## src/rtl/txt_pw_pkg.sv

```systemverilog
package txt_pw_pkg;
  localparam int COLS     = 40;
  localparam int ROWS     = 25;
  localparam int CHR_W    = 7;
  localparam int STAT_N   = 8;
  localparam int CLOCK_N  = 8;
  localparam int LINK_ROW = 27;
  localparam int LINK_N   = 5;
  localparam int NIB_W    = 4;
  localparam int MAG_W    = 3;
  localparam int ROW_W    = 5;
  localparam int PAGE_W   = 8;
  localparam int SUB_W    = 13;
  localparam int LINK_W   = MAG_W + 2 * NIB_W;
  localparam int CELLS    = COLS * ROWS;
  localparam int ADDR_W   = $clog2(CELLS);
  localparam int COL_W    = $clog2(COLS);
  localparam logic [CHR_W-1:0] SPACE = 7'h20;

  typedef enum logic [1:0] {PK_NONE, PK_HDR, PK_ROW, PK_LINK} pkt_kind_e;

  function automatic logic [ADDR_W-1:0] cell_addr(input logic [ROW_W-1:0] r,
                                                  input logic [COL_W-1:0] c);
    return ADDR_W'(int'(r) * COLS + int'(c));
  endfunction

  // time-of-day area: always refreshed
  function automatic logic hdr_col_always(input logic [COL_W-1:0] c);
    return int'(c) >= COLS - CLOCK_N;
  endfunction

  // title area: refreshed in search mode only
  function automatic logic hdr_col_search(input logic [COL_W-1:0] c);
    return int'(c) >= STAT_N && int'(c) < COLS - CLOCK_N;
  endfunction
endpackage

```

## src/rtl/txt_pw_accept.sv

```systemverilog
module txt_pw_accept
  import txt_pw_pkg::*;
(
  input  logic              clk,
  input  logic              rst_n,
  input  logic              pkt_start,
  input  logic [MAG_W-1:0]  pkt_mag,
  input  logic [ROW_W-1:0]  pkt_row,
  input  logic [PAGE_W-1:0] pkt_page,
  input  logic [SUB_W-1:0]  pkt_sub,
  input  logic [MAG_W-1:0]  sel_mag,
  input  logic [PAGE_W-1:0] sel_page,
  input  logic [SUB_W-1:0]  sel_subcode,
  input  logic              sub_req,
  input  logic              serial_mode,
  output logic              search,
  output logic              row_ok,
  output logic              found,
  output logic              sel_chg
);
  localparam int MAGS  = 1 << MAG_W;
  localparam int SEL_W = 1 + MAG_W + PAGE_W + SUB_W;

  logic [SEL_W-1:0] sel_q;
  logic [MAGS-1:0]  acc_mag;
  logic             acc_any;
  logic             is_hdr, match;

  assign is_hdr  = pkt_start && pkt_row == '0;
  assign match   = pkt_mag == sel_mag && pkt_page == sel_page &&
                   (!sub_req || pkt_sub == sel_subcode);
  assign sel_chg = {sub_req, sel_mag, sel_page, sel_subcode} != sel_q;
  assign found   = is_hdr && match && search && !sel_chg;
  assign row_ok  = serial_mode ? acc_any : (acc_mag[pkt_mag] && pkt_mag == sel_mag);

  always_ff @(posedge clk) begin
    if (!rst_n) begin
      sel_q   <= '0;
      search  <= 1'b1;
      acc_mag <= '0;
      acc_any <= 1'b0;
    end else begin
      sel_q <= {sub_req, sel_mag, sel_page, sel_subcode};
      if (sel_chg) begin
        search  <= 1'b1;
        acc_mag <= '0;
        acc_any <= 1'b0;
      end else if (is_hdr) begin
        acc_mag[pkt_mag] <= match;
        acc_any          <= match;
        if (match) search <= 1'b0;
      end
    end
  end
endmodule

```

## src/rtl/txt_pw_status.sv

```systemverilog
module txt_pw_status
  import txt_pw_pkg::*;
(
  input  logic                    clk,
  input  logic                    rst_n,
  input  logic [STAT_N*CHR_W-1:0] stat_chars,
  input  logic                    grant,
  output logic                    req,
  output logic [ADDR_W-1:0]       req_addr,
  output logic [CHR_W-1:0]        req_data
);
  localparam int IDX_W = $clog2(STAT_N);

  logic [STAT_N-1:0][CHR_W-1:0] shadow;
  logic [STAT_N-1:0]            synced, dirty;
  logic [IDX_W-1:0]             pick;

  for (genvar i = 0; i < STAT_N; i++) begin : g_dirty
    assign dirty[i] = !synced[i] || shadow[i] != stat_chars[i*CHR_W +: CHR_W];
  end

  always_comb begin
    pick = '0;
    for (int i = STAT_N - 1; i >= 0; i--)
      if (dirty[i]) pick = IDX_W'(i);
  end

  assign req      = |dirty;
  assign req_data = stat_chars[int'(pick)*CHR_W +: CHR_W];
  assign req_addr = cell_addr('0, COL_W'(pick));

  always_ff @(posedge clk) begin
    if (!rst_n) begin
      synced <= '0;
      shadow <= '0;
    end else if (grant) begin
      shadow[pick] <= req_data;
      synced[pick] <= 1'b1;
    end
  end
endmodule

```

## src/rtl/txt_pw_links.sv

```systemverilog
module txt_pw_links
  import txt_pw_pkg::*;
(
  input  logic                     clk,
  input  logic                     rst_n,
  input  logic                     cap_en,
  input  logic [COL_W-1:0]         col,
  input  logic [NIB_W-1:0]         chr_nib,
  output logic [LINK_N*LINK_W-1:0] links
);
  for (genvar k = 0; k < LINK_N; k++) begin : g_link
    logic [LINK_W-1:0] lk;
    always_ff @(posedge clk) begin
      if (!rst_n) lk <= '0;
      else if (cap_en) begin
        if (int'(col) == 3 * k)     lk[2*NIB_W +: MAG_W] <= chr_nib[MAG_W-1:0];
        if (int'(col) == 3 * k + 1) lk[NIB_W +: NIB_W]   <= chr_nib;
        if (int'(col) == 3 * k + 2) lk[0 +: NIB_W]       <= chr_nib;
      end
    end
    assign links[k*LINK_W +: LINK_W] = lk;
  end
endmodule

```

## src/rtl/txt_page_writer.sv

```systemverilog
module txt_page_writer
  import txt_pw_pkg::*;
(
  input  logic                     clk,
  input  logic                     rst_n,
  input  logic                     pkt_start,
  input  logic [MAG_W-1:0]         pkt_mag,
  input  logic [ROW_W-1:0]         pkt_row,
  input  logic [PAGE_W-1:0]        pkt_page,
  input  logic [SUB_W-1:0]         pkt_sub,
  input  logic                     chr_valid,
  input  logic [CHR_W-1:0]         chr_data,
  input  logic [MAG_W-1:0]         sel_mag,
  input  logic [PAGE_W-1:0]        sel_page,
  input  logic [SUB_W-1:0]         sel_subcode,
  input  logic                     sub_req,
  input  logic                     serial_mode,
  input  logic [STAT_N*CHR_W-1:0]  stat_chars,
  input  logic                     frame_soon,
  output logic                     wr_en,
  output logic [ADDR_W-1:0]        wr_addr,
  output logic [CHR_W-1:0]         wr_data,
  output logic [LINK_N*LINK_W-1:0] link_pages
);
  pkt_kind_e         kind_q, kind_d;
  logic [ROW_W-1:0]  row_q;
  logic [COL_W-1:0]  col_q;
  logic              hdr_full_q;
  logic              search, row_ok, found, sel_chg;
  logic              beat, char_wr, er_wr, stat_grant, stat_req;
  logic              er_busy;
  logic [ADDR_W-1:0] er_addr, stat_addr;
  logic [CHR_W-1:0]  stat_data;

  txt_pw_accept u_accept (
    .clk(clk), .rst_n(rst_n), .pkt_start(pkt_start), .pkt_mag(pkt_mag),
    .pkt_row(pkt_row), .pkt_page(pkt_page), .pkt_sub(pkt_sub),
    .sel_mag(sel_mag), .sel_page(sel_page), .sel_subcode(sel_subcode),
    .sub_req(sub_req), .serial_mode(serial_mode),
    .search(search), .row_ok(row_ok), .found(found), .sel_chg(sel_chg)
  );

  txt_pw_status u_status (
    .clk(clk), .rst_n(rst_n), .stat_chars(stat_chars), .grant(stat_grant),
    .req(stat_req), .req_addr(stat_addr), .req_data(stat_data)
  );

  txt_pw_links u_links (
    .clk(clk), .rst_n(rst_n), .cap_en(beat && kind_q == PK_LINK),
    .col(col_q), .chr_nib(chr_data[NIB_W-1:0]), .links(link_pages)
  );

  always_comb begin
    if (pkt_row == '0)                 kind_d = PK_HDR;
    else if (int'(pkt_row) < ROWS)     kind_d = row_ok ? PK_ROW : PK_NONE;
    else if (int'(pkt_row) == LINK_ROW) kind_d = row_ok ? PK_LINK : PK_NONE;
    else                               kind_d = PK_NONE;
  end

  // port arbitration: packet character, then erase, then status
  assign beat       = chr_valid && kind_q != PK_NONE;
  assign char_wr    = beat && (kind_q == PK_ROW ||
                      (kind_q == PK_HDR && (hdr_col_always(col_q) ||
                                            (hdr_full_q && hdr_col_search(col_q)))));
  assign er_wr      = er_busy && !char_wr;
  assign stat_grant = stat_req && !char_wr && !er_busy && !frame_soon;

  always_ff @(posedge clk) begin
    if (!rst_n) begin
      kind_q     <= PK_NONE;
      row_q      <= '0;
      col_q      <= '0;
      hdr_full_q <= 1'b0;
    end else if (pkt_start) begin
      kind_q     <= kind_d;
      row_q      <= pkt_row;
      col_q      <= '0;
      hdr_full_q <= search && (serial_mode || pkt_mag == sel_mag);
    end else if (beat) begin
      if (int'(col_q) == COLS - 1) kind_q <= PK_NONE;
      else                         col_q  <= col_q + 1'b1;
    end
  end

  always_ff @(posedge clk) begin
    if (!rst_n) begin
      er_busy <= 1'b0;
      er_addr <= '0;
    end else if (found) begin
      er_busy <= 1'b1;
      er_addr <= ADDR_W'(COLS);
    end else if (er_wr) begin
      if (int'(er_addr) == CELLS - 1) er_busy <= 1'b0;
      else                            er_addr <= er_addr + 1'b1;
    end
  end

  always_ff @(posedge clk) begin
    if (!rst_n) begin
      wr_en   <= 1'b0;
      wr_addr <= '0;
      wr_data <= '0;
    end else begin
      wr_en   <= char_wr || er_wr || stat_grant;
      wr_addr <= char_wr ? cell_addr(row_q, col_q) : (er_wr ? er_addr : stat_addr);
      wr_data <= char_wr ? chr_data : (er_wr ? SPACE : stat_data);
    end
  end
endmodule

```

## config.mk

```make
export PLATFORM = sky130hd
export DESIGN_NAME = txt_page_writer
export DESIGN_NICKNAME = d
export VERILOG_FILES = /design/src/rtl/txt_pw_pkg.sv /design/src/rtl/txt_pw_accept.sv /design/src/rtl/txt_pw_status.sv /design/src/rtl/txt_pw_links.sv /design/src/rtl/txt_page_writer.sv
export SDC_FILE = /design/constraint.sdc
export NUM_CORES = 1
export LEC_CHECK = 0
export BUFFER_PORTS_ARGS = -buffer_cell sky130_fd_sc_hd__buf_2
export CAP_MARGIN = 20
export CORE_ASPECT_RATIO = 1.2
export CORE_MARGIN = 3
export CORE_UTILIZATION = 55
export DETAILED_ROUTE_END_ITERATION = 12
export PLACE_DENSITY = 0.91
export SKIP_LAST_GASP = 1
export SLEW_MARGIN = 20
export SYNTH_ARGS = -nofsm -noshare
export SYNTH_HDL_FRONTEND = slang
export SYNTH_SLANG_ARGS = --single-unit
export TNS_END_PERCENT = 1
```

## constraint.sdc

```tcl
create_clock -name clk -period 2.9 [get_ports clk]
set_input_delay 0.145 -clock clk [delete_from_list [all_inputs] [get_ports clk]]
set_output_delay 0.145 -clock clk [all_outputs]
set_load 0.05 [all_outputs]
```

==> out/results.txt <==
Worst path slowest cell - o211ai_1
Sequential fraction of the synthesis area - 41.2%
Post-Layout Cell Count - 1498
Initial core utilization - 56.4%
Final min period - 2.94 ns
Unrepaired setup endpoints after global routing - yes
Fillers - 1257
Die area - 0.0190 mm^2
Die Ht - 151 um
Final worst path period share - 102%
Total placed cells including tap cells - 1443
Failing checks - negative setup slack
Clock slew at reported path FFs - 0.07 ns
Syn nets - 1204
Post-layout util - 68.2%
Main synth FF type - dfxtp_1
Final Wtd Congestion - 1.02
1st-pass router iterations - 7
CP arrival - 3.24 ns
Setup Crit Path Kind - reg -> reg
Post-CTS setup buffers - 0
Synthesized flop and latch total - 197
Vias/cell - 5.80
Worst-path maximum fanout - 23
Largest net degree at the start of global routing - 75
P&R area growth vs syn - 21.0%
DIE WIDTH - 126 um
First-pass GRT wire length - 41.4 mm
Netlist cell types - 64
Clk_lat worst skew - 0.43 ns
Total CTS buffers - 17
Vias in the first global route - 8418
Power Density - 475 mW/mm^2
Design Power - 5500 uW
CTS sink cnt - 197
Slew headroom - 35.4%
Critical path required time - 3.19 ns
Setup Skew - 0.00982 ns
Placeable Area - 0.0170 mm^2
I/O pins - 196
Routed wire length per instance - 17.6 um
Initial antenna violation count - 0
Post-Route WL - 26.4 mm
Clock Path Buffers - 2
Drt initial violations - 689
Crit end category - flop
Max-slew violations - 0
Total global routing track utilization - 27.0%
Hold Slack - 0.0200 ns
Root Driver - clkbuf_16
# DRC - 0
CTS H-tree lvls - 4
YS warnings - 0
Mapped cell area - 0.00957 mm^2
Port Buffers - 195
Syn_area_per_cell - 8.99 um^2
Endpoints failing setup - 5
Number of flops mapped to enable cells by yosys - 0
Ys async rst share - 0%
Share of layout cells above drive strength 1 - 21.8%
# Max-Cap Violations - 0
Maximum vdd ir drop - 0.000359 V
Worst hold path type - in -> reg
Nets - 1409
Max Fclk - 0.340 GHz
Vias - 8695
GR Overflow Total - 0
Inserted Diodes - 0
Post-route ant nets - 0
Detailed Place HPWL - 18.8 mm
Worst-margin pin slew - 0.965 ns
Slowest stage delay, CP - 0.36 ns
TritonCTS clock tree - done
Post-route setup slack - -0.0437 ns
Row count - 52
Gate Count Post-Synth - 1065
Final Hold Viols - 0
CP cell instances - xnor2_1 -> nand4b_1 -> nor2_1 -> nand3_1 -> o211ai_1 -> buf_12 -> mux2_1 -> a22oi_2 -> a31oi_1
Status - finished, violations left
Startpoint type of the worst setup path - flop
Leakage - 0.00479 uW
-- state kept, by name, indices dropped and copies added (netlist names), 2 cells and up --
register / count
u_links.g_link.lk: 55
u_accept.acc_mag: 8
u_accept.sel_q: 25
u_status.shadow: 56
er_addr: 10
u_status.synced: 8
row_q: 5
wr_data: 7
col_q: 6
kind_q: 2
wr_addr: 10
-- final timing paths --
check,slack (ns),endpoint,cells after the start,startpoint
worst max-delay path,-0.04,wr_data[5],9,u_status.shadow[19]
worst max register to register,-0.04,wr_data[5],9,u_status.shadow[19]
worst min register to register,0.45,u_accept.acc_mag[4],2,u_accept.acc_mag[4]
worst min-delay path,0.02,u_accept.sel_q[18],2,sel_page[5]
-- Yosys cell counts (all sizes together) (38+ instances only) --
master  instances  share of area [%]
a21boi         39                3.1
nand3          75                4.0
and2           38                2.5
xnor2          73                6.7
mux2i          40                4.2
xor2           52                4.8
a21oi          47                2.5
nor2           38                1.5
o21ai          51                2.7
nand2         119                4.8
nor2b          39                2.5
dfxtp         197                 41
clkbuf         46                1.8
-- cell families after synthesis --
group | count (synthesis) | share of synthesized area (%)
AND/OR/NAND/NOR | 395 | 21.8
AO/OA/AOI/OAI | 212 | 14.7
flip-flops | 197 | 41.2
XOR/XNOR | 125 | 11.4
buffers and inverters | 71 | 3.14
multiplexers | 49 | 5.48
adder cells (fa/ha/maj) | 16 | 2.25
-- timing repair --
action | in CTS | in global routing
hold endpoints to repair | 24 | 0
setup endpoints to repair | 0 | 37
resized for setup | 0 | 1
hold buffers | 24 | 0
-- layout make-up --
class	count	area, um^2	area share, %
multi-input combinational	797	5330	46.0
tap	216	270	2.33
timing repair buffer	247	1450	12.6
sequential	197	3940	34.1
clock buffer	20	437	3.77
clock inverter	11	105	0.908
inverter	10	37.5	0.324
-- layer usage --
metal | part of all wire [%] | GRT usage (%) | wire length (um)
met5 | 0 | 0 | 0
met4 | 3.0 | 10.9 | 800
met3 | 7.2 | 5.54 | 1900
met2 | 50 | 48.1 | 13200
met1 | 40 | 31.8 | 10500
-- power by group --
part / internal, uW / switching [uW] / leakage (uW)
registers: 2740 / 21.9 / 0.00160
logic: 227 / 286 / 0.00293
clock network: 1190 / 1030 / 0.000265
-- cells in the final DEF, fill, tap and decap left out, types with 4 or more instances in the layout --
cell,instances
a21boi_0,39
a21o_1,4
a21oi_1,47
a22o_1,5
a22oi_2,4
and2_1,37
buf_2,194
buf_4,27
clkbuf_16,17
clkinv_4,4
dfxtp_1,197
dlygate4sd3_1,24
ha_1,14
inv_1,10
mux2_1,6
mux2i_1,40
nand2_1,117
nand2b_1,6
nand3_1,74
nand4_1,28
nor2_1,38
nor2b_1,39
nor3_1,13
nor3_4,4
nor4_1,15
o211a_1,4
o211ai_1,5
o21a_1,9
o21ai_0,40
o21ai_1,11
o22ai_1,24
xnor2_1,73
xor2_1,52
-- stage by stage --
stage,area (um^2),worst slack (ns),TNS (ns)
final,11600,-0.0437,-0.0757
after floorplan,9570,0.438,0
after global routing,11600,-0.122,-1.92
after global placement,10800,0.188,0
after detailed placement,10800,0.0938,0
after CTS,11600,0.0609,0
-- critical path: cells and delay by family, from the launching register on --
kind,cells,cell delay [ns]
muxes,1,0.36
xor gates and xnor gates,1,0.29
AOI/OAI and AO/OA,3,0.85
buffers and inverters,1,0.23
DFF,1,0.32
and+or+nand+nor,3,0.74
No activity file was read; power rests on OpenSTA's default activity.
